$ cat config.mk
export PLATFORM = sky130hd
export DESIGN_NAME = stack_seq
export DESIGN_NICKNAME = d
export VERILOG_FILES = /design/src/rtl/stack_seq_pkg.sv /design/src/rtl/stack_seq_pick.sv /design/src/rtl/stack_seq_regmap.sv /design/src/rtl/stack_seq.sv
export SDC_FILE = /design/constraint.sdc
export NUM_CORES = 1
export LEC_CHECK = 0
export BUFFER_PORTS_ARGS = -buffer_cell sky130_fd_sc_hd__buf_2
export CORE_UTILIZATION = 45
export DETAILED_ROUTE_END_ITERATION = 6
export PLACE_DENSITY_LB_ADDON = 0.15
export SETUP_SLACK_MARGIN = 0.2
export SYNTH_ARGS = -nofsm -noshare
export SYNTH_HDL_FRONTEND = slang
export SYNTH_SLANG_ARGS = --single-unit
$ cat constraint.sdc
create_clock -name clk -period 2.1 [get_ports clk]
set_input_delay 0.21 -clock clk [delete_from_list [all_inputs] [get_ports clk]]
set_output_delay 0.21 -clock clk [all_outputs]
set_load 0.01 [all_outputs]
$ cat src/rtl/stack_seq_pkg.sv
package stack_seq_pkg;
  localparam int MASK_W = 8;
  localparam int IDX_W  = $clog2(MASK_W);
  localparam int SEL_W  = 4;

  typedef enum logic [1:0] {OP_PUSH = 2'd0, OP_PULL = 2'd1,
                            OP_IRQ = 2'd2, OP_RET = 2'd3} op_e;

  typedef enum logic [SEL_W-1:0] {
    RG_CC = 4'd0, RG_A = 4'd1, RG_B = 4'd2, RG_DP = 4'd3, RG_X = 4'd4,
    RG_Y = 4'd5, RG_U = 4'd6, RG_S = 4'd7, RG_PC = 4'd8
  } reg_e;

  typedef enum logic [2:0] {ST_IDLE, ST_SEL, ST_XFER, ST_CCSET,
                            ST_VEC, ST_FIN} state_e;

  // Mask positions with a 16-bit register
  function automatic logic is_wide(input logic [IDX_W-1:0] idx);
    return idx >= IDX_W'(4);
  endfunction

  // Remaining work after the condition byte of an interrupt return
  function automatic logic [MASK_W-1:0] ret_tail(input logic [7:0] cc);
    return cc[7] ? 8'hFE : 8'h80;
  endfunction

  function automatic reg_e active_sp(input logic user);
    return user ? RG_U : RG_S;
  endfunction
endpackage

$ cat src/rtl/stack_seq_pick.sv
module stack_seq_pick
  import stack_seq_pkg::*;
#(
  parameter int MW = MASK_W,
  localparam int IW = $clog2(MW)
) (
  input  logic [MW-1:0] rem,
  input  logic          ascend,
  output logic [IW-1:0] idx,
  output logic          any
);
  assign any = |rem;

  always_comb begin
    idx = '0;
    if (ascend) begin
      for (int i = MW - 1; i >= 0; i--)
        if (rem[i]) idx = IW'(i);
    end else begin
      for (int i = 0; i < MW; i++)
        if (rem[i]) idx = IW'(i);
    end
  end
endmodule

$ cat src/rtl/stack_seq_regmap.sv
module stack_seq_regmap
  import stack_seq_pkg::*;
(
  input  logic [IDX_W-1:0] idx,
  input  logic             user,
  output reg_e             sel,
  output logic             wide
);
  assign wide = is_wide(idx);

  always_comb begin
    unique case (idx)
      3'd7:    sel = RG_PC;
      3'd6:    sel = user ? RG_S : RG_U;
      3'd5:    sel = RG_Y;
      3'd4:    sel = RG_X;
      3'd3:    sel = RG_DP;
      3'd2:    sel = RG_B;
      3'd1:    sel = RG_A;
      default: sel = RG_CC;
    endcase
  end
endmodule

$ cat src/rtl/stack_seq.sv
module stack_seq
  import stack_seq_pkg::*;
#(
  parameter int          AW       = 16,
  parameter int          BW       = 8,
  parameter logic [15:0] VEC_ADDR = 16'hFFFA,
  parameter logic [7:0]  FLAG_SET = 8'hD0,
  localparam int         WW       = 2 * BW
) (
  input  logic              clk,
  input  logic              rst_n,
  input  logic              start,
  input  logic [1:0]        op,
  input  logic [MASK_W-1:0] mask,
  input  logic              use_user,
  output logic              done,
  output logic [SEL_W-1:0]  rf_rd_sel,
  input  logic [WW-1:0]     rf_rd_data,
  output logic              rf_wr_en,
  output logic [SEL_W-1:0]  rf_wr_sel,
  output logic [WW-1:0]     rf_wr_data,
  output logic              mem_req,
  output logic              mem_we,
  output logic [AW-1:0]     mem_addr,
  output logic [BW-1:0]     mem_wdata,
  input  logic [BW-1:0]     mem_rdata,
  input  logic              mem_rdy
);
  state_e            st;
  op_e               op_q;
  logic              user_q;
  logic [AW-1:0]     sp;
  logic [MASK_W-1:0] rem;
  logic [WW-1:0]     hold;
  logic              second;

  // Named internal events for the checker
  logic              hs;
  logic              in_vec;
  logic              busy;
  logic              push_dir;
  logic              last_byte;
  logic [IDX_W-1:0]  idx;
  logic              any_left;
  reg_e              cur_sel;
  logic              cur_wide;
  logic [MASK_W-1:0] rem_next;
  logic [WW-1:0]     pulled;

  assign push_dir  = (op_q == OP_PUSH) || (op_q == OP_IRQ);
  assign busy      = (st != ST_IDLE);
  assign in_vec    = (st == ST_VEC);
  assign mem_req   = (st == ST_XFER) || in_vec;
  assign hs        = mem_req && mem_rdy;
  assign last_byte = !cur_wide || second;
  assign pulled    = {hold[BW-1:0], mem_rdata};
  assign done      = (st == ST_FIN);

  stack_seq_pick #(.MW(MASK_W)) u_pick (
    .rem(rem), .ascend(!push_dir), .idx(idx), .any(any_left));

  stack_seq_regmap u_map (
    .idx(idx), .user(user_q), .sel(cur_sel), .wide(cur_wide));

  always_comb begin
    if (op_q == OP_RET && idx == '0)
      rem_next = ret_tail(mem_rdata);
    else
      rem_next = rem & ~(MASK_W'(1) << idx);
  end

  always_comb begin
    mem_we    = (st == ST_XFER) && push_dir;
    mem_wdata = hold[BW-1:0];
    if (in_vec)        mem_addr = AW'(VEC_ADDR) + AW'(second);
    else if (push_dir) mem_addr = sp - AW'(1);
    else               mem_addr = sp;
  end

  always_comb begin
    unique case (st)
      ST_IDLE:  rf_rd_sel = active_sp(use_user);
      ST_CCSET: rf_rd_sel = RG_CC;
      default:  rf_rd_sel = cur_sel;
    endcase
  end

  always_comb begin
    rf_wr_en   = 1'b0;
    rf_wr_sel  = cur_sel;
    rf_wr_data = pulled;
    unique case (st)
      ST_XFER:  rf_wr_en = hs && last_byte && !push_dir;
      ST_CCSET: begin
        rf_wr_en   = 1'b1;
        rf_wr_sel  = RG_CC;
        rf_wr_data = WW'(rf_rd_data[BW-1:0] | FLAG_SET);
      end
      ST_VEC: begin
        rf_wr_en  = hs && second;
        rf_wr_sel = RG_PC;
      end
      ST_FIN: begin
        rf_wr_en   = 1'b1;
        rf_wr_sel  = active_sp(user_q);
        rf_wr_data = WW'(sp);
      end
      default: ;
    endcase
  end

  always_ff @(posedge clk) begin
    if (!rst_n) begin
      st     <= ST_IDLE;
      op_q   <= OP_PUSH;
      user_q <= 1'b0;
      sp     <= '0;
      rem    <= '0;
      hold   <= '0;
      second <= 1'b0;
    end else begin
      unique case (st)
        ST_IDLE: if (start) begin
          op_q   <= op_e'(op);
          user_q <= use_user;
          sp     <= rf_rd_data[AW-1:0];
          second <= 1'b0;
          unique case (op_e'(op))
            OP_IRQ:  begin rem <= '1;          st <= ST_SEL; end
            OP_RET:  begin rem <= MASK_W'(1);  st <= ST_SEL; end
            default: begin
              rem <= mask;
              st  <= (mask == '0) ? ST_FIN : ST_SEL;
            end
          endcase
        end
        ST_SEL: begin
          hold   <= push_dir ? rf_rd_data : '0;
          second <= 1'b0;
          st     <= any_left ? ST_XFER : ST_FIN;
        end
        ST_XFER: if (hs) begin
          sp   <= push_dir ? sp - AW'(1) : sp + AW'(1);
          hold <= push_dir ? (hold >> BW) : pulled;
          if (last_byte) begin
            rem <= rem_next;
            if (rem_next != '0)       st <= ST_SEL;
            else if (op_q == OP_IRQ)  st <= ST_CCSET;
            else                      st <= ST_FIN;
          end else begin
            second <= 1'b1;
          end
        end
        ST_CCSET: begin
          second <= 1'b0;
          hold   <= '0;
          st     <= ST_VEC;
        end
        ST_VEC: if (hs) begin
          hold <= pulled;
          if (second) st <= ST_FIN;
          else        second <= 1'b1;
        end
        default: st <= ST_IDLE;
      endcase
    end
  end
endmodule

; ---- Word-level counts from Yosys, hierarchy flattened
; Index checks and enable logic that the tools add are counted.
[op_classes]
add_sub_neg = 3
order_cmp = 1
n_eq_ne = 22
shift = 1
muxes = 58
bitwise = 2
n_reduce_logical = 29
[op_table]
columns = cell, n
row1 = $mux 16, 9
row2 = $mux 3, 23
row3 = $pmux 16 s2, 2
row4 = $pmux 16 s4, 1
row5 = $mux 8, 4
row6 = $pmux 8 s2, 2
row7 = $pmux 4 s7, 1
row8 = $eq 3x3->1 const B, 6
row9 = $add 16x1->16 const B, 1
row10 = $sub 16x1->16 const B, 1
row11 = $pmux 3 s5, 1
row12 = $eq 3x2->1 const B, 4
row13 = $ne 2x2->1 const B, 6
row14 = $pmux 4 s3, 1
row15 = $reduce_and 5->1, 2
row16 = $and 8x8->8, 1
row17 = $eq 2x2->1 const B, 4
row18 = $logic_not 8->1, 1
row19 = $mux 1, 8
row20 = $not 8->8, 1
row21 = $pmux 4 s2, 1
row22 = $reduce_bool 4->1, 2
row23 = $reduce_bool 8->1, 1
row24 = $reduce_or 8->1, 1
row25 = other kinds (18), 32
[word_totals]
reg_bits = 47
input_bits = 39
elab_cells = 123

; ---- Longest topological paths before layout
; Gate-level depths: netlist of the first run.
[logic_depth]
ltp_word = 18
mapped_depth = 9
ltp_nobuf = 9

; ---- Cells and area by module
; A second synthesis of the first run with hierarchy kept.
[hier_totals]
hier_cells = 601
area_unflattened_um2 = 4106.4
[modules_own_cells]
columns = module, instances, cells_each, area_per_inst_um2, seq_area_each_um2
row1 = stack_seq, 1, 573, 3936.3, 940.9
row2 = stack_seq_pick, 1, 21, 123.9, 0.0
row3 = stack_seq_regmap, 1, 7, 46.3, 0.0

; ---- Worst setup path after synthesis of the first run
; OpenSTA, ideal clock, no wires.
[synth_path]
kind = register -> output
startpoint = register rem[2]
endpoint = output rf_rd_sel[0]
t_arrival_ns = 1.925
t_required_ns = 1.890
setup_slack_ns = -0.035
path_stages_with_launch = 9
path_cell_list = dfxtp_1 -> buf_6 -> or4_4 -> a21oi_2 -> buf_4 -> nand3_1 -> o21ai_0 -> a21oi_1 -> o21ai_0
[synth_via]
elab_chain_len = 10
word_cells_on_any_way = 19
[synth_rtl]
columns = item, line
row1 = from (decl), stack_seq.sv:33  ; logic [MASK_W-1:0] rem;
row2 = from (signal assigned), stack_seq.sv:132  ; rem <= mask;
row3 = from (signal assigned), stack_seq.sv:146  ; rem <= rem_next;
row4 = $mux 2 (2 in a row), stack_seq_pick.sv:21  ; if (rem[i]) idx = IW'(i);
row5 = $mux 3 (4 in a row), stack_seq_pick.sv:21
row6 = $mux 3 (*), stack_seq_pick.sv:16  ; if (ascend) begin
row7 = "$eq 3x1->1, or another cell as far along", stack_seq_regmap.sv:12  ; unique case (idx)
row8 = $pmux 4 s7 (*), stack_seq_regmap.sv:12
row9 = $pmux 4 s2 (*), stack_seq.sv:81  ; unique case (st)
row10 = to (decl), stack_seq.sv:17  ; output logic [SEL_W-1:0] rf_rd_sel,
; Mark *: on every way between the ends. The rest lies on a longest branch, timed or not.

; ---- Worst setup path after layout of the first run
[layout_path]
startpoint = register rem[5]
endpoint = register st[1]
[layout_via]
elab_chain_len = 16
word_cells_on_any_way = 28
[layout_rtl]
columns = item, line
row1 = $mux 3 (6 in a row), stack_seq_pick.sv:18  ; if (rem[i]) idx = IW'(i);
row2 = $mux 3, stack_seq_pick.sv:16
row3 = $shl 1x3->8, stack_seq.sv:69  ; rem_next = rem & ~(MASK_W'(1) << idx);
row4 = $not 8->8, stack_seq.sv:69
row5 = $and 8x8->8, stack_seq.sv:69
row6 = $mux 8, stack_seq.sv:66  ; if (op_q == OP_RET && idx == '0)
row7 = $reduce_bool 8->1, stack_seq.sv:147  ; if (rem_next != '0) st <= ST_SEL;
row8 = $mux 3, stack_seq.sv:147
row9 = $mux 3, stack_seq.sv:145  ; if (last_byte) begin
row10 = $mux 3, stack_seq.sv:142  ; ST_XFER: if (hs) begin
row11 = $pmux 3 s5, stack_seq.sv:122  ; unique case (st)
row12 = to (signal assigned), stack_seq.sv:133  ; st <= (mask == '0) ? ST_FIN : ST_SEL;
row13 = to (signal assigned), stack_seq.sv:140  ; st <= any_left ? ST_XFER : ST_FIN;
row14 = to (decl), stack_seq.sv:29  ; state_e st;
; Several ways; a longest one is shown, not always the timed one. The select of a mux whose other input is x is not followed.
; A chain may end at the register's enable or synchronous reset.

==> flow_summary.json, run 1 <==
{
  "status": "complete, but fails checks",
  "violations": "negative setup slack",
  "dp_cells": 810,
  "synth.top_cells.by_count": "71 x nand2_1, 69 x nor2_1, 55 x a21oi_1, 47 x dfxtp_1, 44 x o21ai_0",
  "synth_edf_count": 0,
  "seq_area_frac_synth": 0.2324,
  "clk_pin_slew_ps": 100,
  "worstHoldPathType": "in2reg",
  "drive_above_1_share": 0.4442,
  "clock_latency_ps": 320,
  "period_share": 1.130,
  "drcViolationCount": 0,
  "wirelength_mm": 17.53,
  "fin_ws_ps": -273.2,
  "vdd_drop_max_uv": 1092,
  "cts_buffers": 5,
  "grt_max_degree": 43,
  "path_max_fanout": 5,
  "synth_top_area_share": 0.2324,
  "slowest_delay_ps": 360,
  "cap_violations": 0,
  "antenna_cells": 0,
  "die_y_um": 96.86,
  "grt_pass1_wl_mm": 26.91,
  "yosysTopAreaCell": "dfxtp_1",
  "cts_tree": "done",
  "first_iter_violations": 373,
  "hold_viol_final": 0,
  "antenna_found_initial": 0,
  "syn_area_sq_um": 4049,
  "syn_avg_cell_area_sq_um": 6.805,
  "clock-sinks": 47,
  "hpwl_mm": 11.92,
  "r2r_slack_ps": -270,
  "skew_ps": 13.82,
  "leakagePower_uw": 0.002585,
  "ys_ff_latch": 47,
  "slowest_stage": "dfxtp_2",
  "cts_root_buffer": "clkbuf_8",
  "end_kind": "flip-flop",
  "initial_utilization": 0.4643,
  "yosysMostFrequentCell": "nand2_1",
  "grt_overflow_total": 0,
  "syn-instance-count": 595,
  "portBuffers": 90,
  "maxSlewViolCount": 0,
  "num_io_pins": 91,
  "power_density_nw_per_um2": 1792,
  "nNetsFinal": 803,
  "rows": 34,
  "vias": 5608,
  "worstPathCellList": "buf_6, nor4_4, a21oi_4, buf_6, buf_6, buf_6, buf_6, nor2_1, o211ai_1, a222oi_1, nand4_1, o21ai_1",
  "h-tree-depth": 2,
  "finalNonFillerCells": 869,
  "drtPass1Iterations": 6,
  "max_slew_margin": 0.6440,
  "synth_area_leaders": "dfxtp_1 23%, a21oi_1 6.8%, nand2_1 6.6%",
  "tightest_slew_ps": 534.0,
  "die_area_sq_um": 9381,
  "synthToLayoutAreaGrowth_pct": 51.98,
  "final_antenna_net_count": 0,
  "period_minus_slack_ps": 2373,
  "start_kind": "flip-flop",
  "synth_flop_cell": "dfxtp_1",
  "rsz0062_at_grt": "true",
  "yosys_warnings": 0,
  "setup_viol": 16,
  "track_usage": 0.3517,
  "core_area_sq_um": 8721,
  "syn_nets": 638,
  "ctsHoldBuffers": 0,
  "place_area_sq_um": 4985,
  "synth-async-reset-ratio": 0,
  "path_class": "reg2reg",
  "place_congestion": 1.051,
  "routed_via_density": 6.453,
  "avgRoutedWirePerCell_um": 20.17,
  "grt_pass1_vias": 5176,
  "ys_types": 67,
  "required_ps": 2340,
  "arrival_ps": 2620,
  "critical_path.most_common_cell": "buf_6",
  "fmax_mhz": 421.4,
  "clk_path_buf_depth": 2,
  "final_cell_area_sq_um": 6153,
  "chipWidth_um": 96.86
}
routing by layer:
metal,global-route usage,vias to the layer above,routed length [um]
li1,-,2542,-
met3,0.04118,82,1285
met1,0.4204,2644,6663
met5,0,-,0
met2,0.6219,340,8558
met4,0.1699,0,1022
registers in the layout, summed over array words and instances (netlist names):
name	flops
op_q	2
hold	16
user_q	1
sp	16
st	3
rem	8
second	1
layout make-up:
class	count	area, sq um
multi-input cells	471	3286
fillers	694	2567
clock inverters	3	46.29
repair buffers	218	1554
well taps	108	135.1
inverters	17	77.57
flip-flops and latches	47	985.9
clock buffers	5	68.82
power breakdown:
group / internal, uW / leakage, uW / switching, uW
Combinational: 3920 / 0.00213 / 4630
Sequential: 1280 / 0.000397 / 460
Clock: 360 / 0.0000548 / 372
path summary, 6_finish.rpt:
check	from	to	cells past startpoint
setup reg to reg	rem[5]$_SDFFE_PN0P_	st[1]$_SDFFE_PN0P_	12
hold reg to reg	hold[14]$_SDFFE_PN0P_	hold[14]$_SDFFE_PN0P_	2
hold / removal	use_user	user_q$_SDFFE_PN0P_	3
setup / recovery	rem[5]$_SDFFE_PN0P_	st[1]$_SDFFE_PN0P_	12
metrics by stage:
step	hold slack (ps)	power (uW)	util	setup WS [ps]	TNS (ps)
detailed placement	472.7	8135	0.5716	-107.3	-657.5
global placement	470.8	8097	0.5716	-32.79	-166.3
finish	141.6	11030	0.7056	-273.2	-2803
CTS	141.0	9899	0.6484	-254.5	-1922
floorplan	326.1	5666	-	158.6	0
global route	173.9	11700	0.7056	-341.5	-4545
logic make-up after synthesis:
logic type,count (synthesis),synth area share
compound gates,234,0.3820
xor+xnor,18,0.03894
fa+ha+maj,4,0.01236
buf+inv,77,0.08529
flops,47,0.2324
simple gates,215,0.2491
timing repair:
item	CTS	global route
resized for setup	93	78
buffers inserted	28	23
pin swaps	37	39
endpoints found under the setup margin	60	65
layout by cell type, fill, tap and decap left out, types with 16 or more instances in the layout:
cell	n
nor2_1	62
dfxtp_1	31
buf_4	97
a22oi_1	16
o22ai_1	19
a211oi_1	23
nand2_1	64
buf_6	28
o21ai_0	31
a21oi_1	44
buf_2	90
critical path: cells and delay by family, from the launching register on:
family / cells / cell delay [ps]
AO/OA/AOI/OAI: 4 / 690
AND/OR/NAND/NOR: 3 / 670
buffers and inverters: 5 / 590
flip-flops: 1 / 360
No activity file was read; power rests on OpenSTA's default activity.
==> run 2, diff against run 1 <==
Settings changed: CELL_PAD_IN_SITES_DETAIL_PLACEMENT set to 1, CELL_PAD_IN_SITES_GLOBAL_PLACEMENT set to 1, CORE_UTILIZATION 45 to 39.
Clock period 2.1 ns to 2.7 ns, I/O delays scaled along.
==> run 2 against run 1 <==
  * Clock skew down 4.6 ps
  * Sequential power down 16%
  * Worst setup slack improved by 450 ps
  * Cell area shrank 20%
  * Via count shrank 11%
  * The run now ends clean
  * Critical endpoint is now rf_rd_sel[0]
  * Die area is 15% higher
  * Hold slack better by 54 ps
  * Power fell by 37%
  * Clock-buffer cell count is the same
  * Sequential share of layout area is 3.3 points higher
  * Routed wire length shrank 2.7%
  * Final cell count is 7.1% lower
  * Highest routed layer unchanged
==> flow_summary.json, run 2 (synthesis gave the netlist of run 1 again) <==
{
  "status": "finished, final reports clean",
  "wirelength_mm": 17.05,
  "cts_tree": "done",
  "num_io_pins": 91,
  "nNetsFinal": 716,
  "worstPathCellList": "or4_4, a21o_4, o211ai_1, o21ai_2, a21oi_1, o21ai_1, buf_2",
  "slowest_stage": "or4_4",
  "hold_viol_final": 0,
  "finalNonFillerCells": 807,
  "rsz0062_at_grt": "true",
  "power_switching_uw": 3675,
  "core_area_sq_um": 9910,
  "arrival_ps": 2250,
  "portBuffers": 90,
  "rows": 36,
  "maxSlewViolCount": 0,
  "cts_buffers": 5,
  "grt_max_degree": 43,
  "required_ps": 2430,
  "clock-sinks": 47,
  "initial_utilization": 0.4086,
  "reg_top3": "hold x16, sp x16, rem x8",
  "clock_latency_ps": 320,
  "drtPass1Iterations": 5,
  "grt_pass1_wl_mm": 26.12,
  "grt_overflow_total": 0,
  "worstHoldPathType": "in2reg",
  "drive_above_1_share": 0.2834,
  "fmax_mhz": 397.0,
  "die_y_um": 103.9,
  "start_kind": "flip-flop",
  "slowest_delay_ps": 590,
  "vdd_drop_max_uv": 520.7,
  "end_kind": "output pin",
  "swShare": 0.5306,
  "grt_pass1_vias": 4894,
  "hold_ws_ps": 195.8,
  "cts_root_buffer": "clkbuf_8",
  "synthToLayoutAreaGrowth_pct": 22.16,
  "avgRoutedWirePerCell_um": 21.13,
  "combPwrFrac": 0.706,
  "hpwl_mm": 12.76,
  "drcViolationCount": 0,
  "power_density_nw_per_um2": 1400,
  "first_iter_violations": 219,
  "tightest_slew_ps": 716.3,
  "dp_cells": 785,
  "path_class": "reg2out",
  "antenna_found_initial": 0,
  "period_share": 0.9330,
  "final_common_cell": "buf_2",
  "ctsHoldBuffers": 0,
  "clk_pin_slew_ps": 110,
  "routed_via_density": 6.186,
  "antenna_cells": 0,
  "cap_violations": 0,
  "final_cell_area_sq_um": 4946,
  "path_max_fanout": 8,
  "place_area_sq_um": 4598,
  "final_cell_mix": "90 x buf_2, 70 x nand2_1, 67 x nor2_1",
  "vias": 4992,
  "clk_path_buf_depth": 2,
  "intPower_uw": 3251,
  "finalPower_uw": 6925,
  "fin_setup_tns_ps": 0,
  "chipWidth_um": 103.9,
  "p_clk_frac": 0.083,
  "final_antenna_net_count": 0,
  "h-tree-depth": 2,
  "leakagePower_uw": 0.002008,
  "setup_viol": 0,
  "max_slew_margin": 0.5207,
  "track_usage": 0.3066,
  "seqPwrFrac": 0.211,
  "period_minus_slack_ps": 2519,
  "skew_ps": 9.222,
  "die_area_sq_um": 10790,
  "place_congestion": 0.8789
}
==> run 2: final cells by class <==
| cell class | count | area [sq um] |
|---|---|---|
| inverter | 17 | 63.81 |
| multi-input combinational | 471 | 2885 |
| fill | 1309 | 4964 |
| clock inverter | 3 | 46.29 |
| timing repair buffer | 131 | 758.2 |
| clock buffer | 5 | 68.82 |
| tap | 133 | 166.4 |
| sequential | 47 | 957.2 |
==> run 2: stage by stage <==
step           worst slack, ps  utilization
2_1_floorplan            505.1            -
3_3_place_gp             305.6       0.4640
3_5_place_dp             289.7       0.4640
4_1_cts                  176.3       0.4812
5_1_grt                  77.50       0.4991
6_report                 180.9       0.4991
==> run 2: repair_timing <==
action                                  4_1_cts  5_1_grt
pin swaps                                     0       12
gates resized for setup                      19       24
buffers inserted                              0       14
endpoints found under the setup margin       12       20
==> run 2: power by group through the flow <==
stage                     Combinational, uW  Sequential, uW  Clock [uW]
after floorplan                        3220            1140           0
after global placement                 4360            1420           0
after detailed placement               4470            1430           0
after CTS                              4570            1430         581
after global routing                   5310            1500         604
final                                  4890            1460         576
==> run 2: path summary, 6_finish.rpt <==
check	from	to	slack, ps	cells after the start
worst min register to register	hold[14]$_SDFFE_PN0P_	hold[14]$_SDFFE_PN0P_	520	2
worst min-delay path	use_user	user_q$_SDFFE_PN0P_	200	3
worst max register to register	rem[1]$_SDFFE_PN0P_	rem[7]$_SDFFE_PN0P_	360	8
worst max-delay path	rem[1]$_SDFFE_PN0P_	rf_rd_sel[0]	180	7
==> run 2: worst max-delay path, delay by kind of cell, from the launching register on <==
kind,cells,cell delay (ps)
flip-flops,1,360
buffers and inverters,1,140
AO/OA/AOI/OAI,5,840
AND/OR/NAND/NOR,1,590
==> run 2: per-layer routing <==
layer	part of all wire	global-route usage	routed length, um
met5	0	0	0
met4	0.037	0.1469	638
met3	0.045	0.03885	773
met2	0.52	0.5500	8823
met1	0.40	0.3595	6813
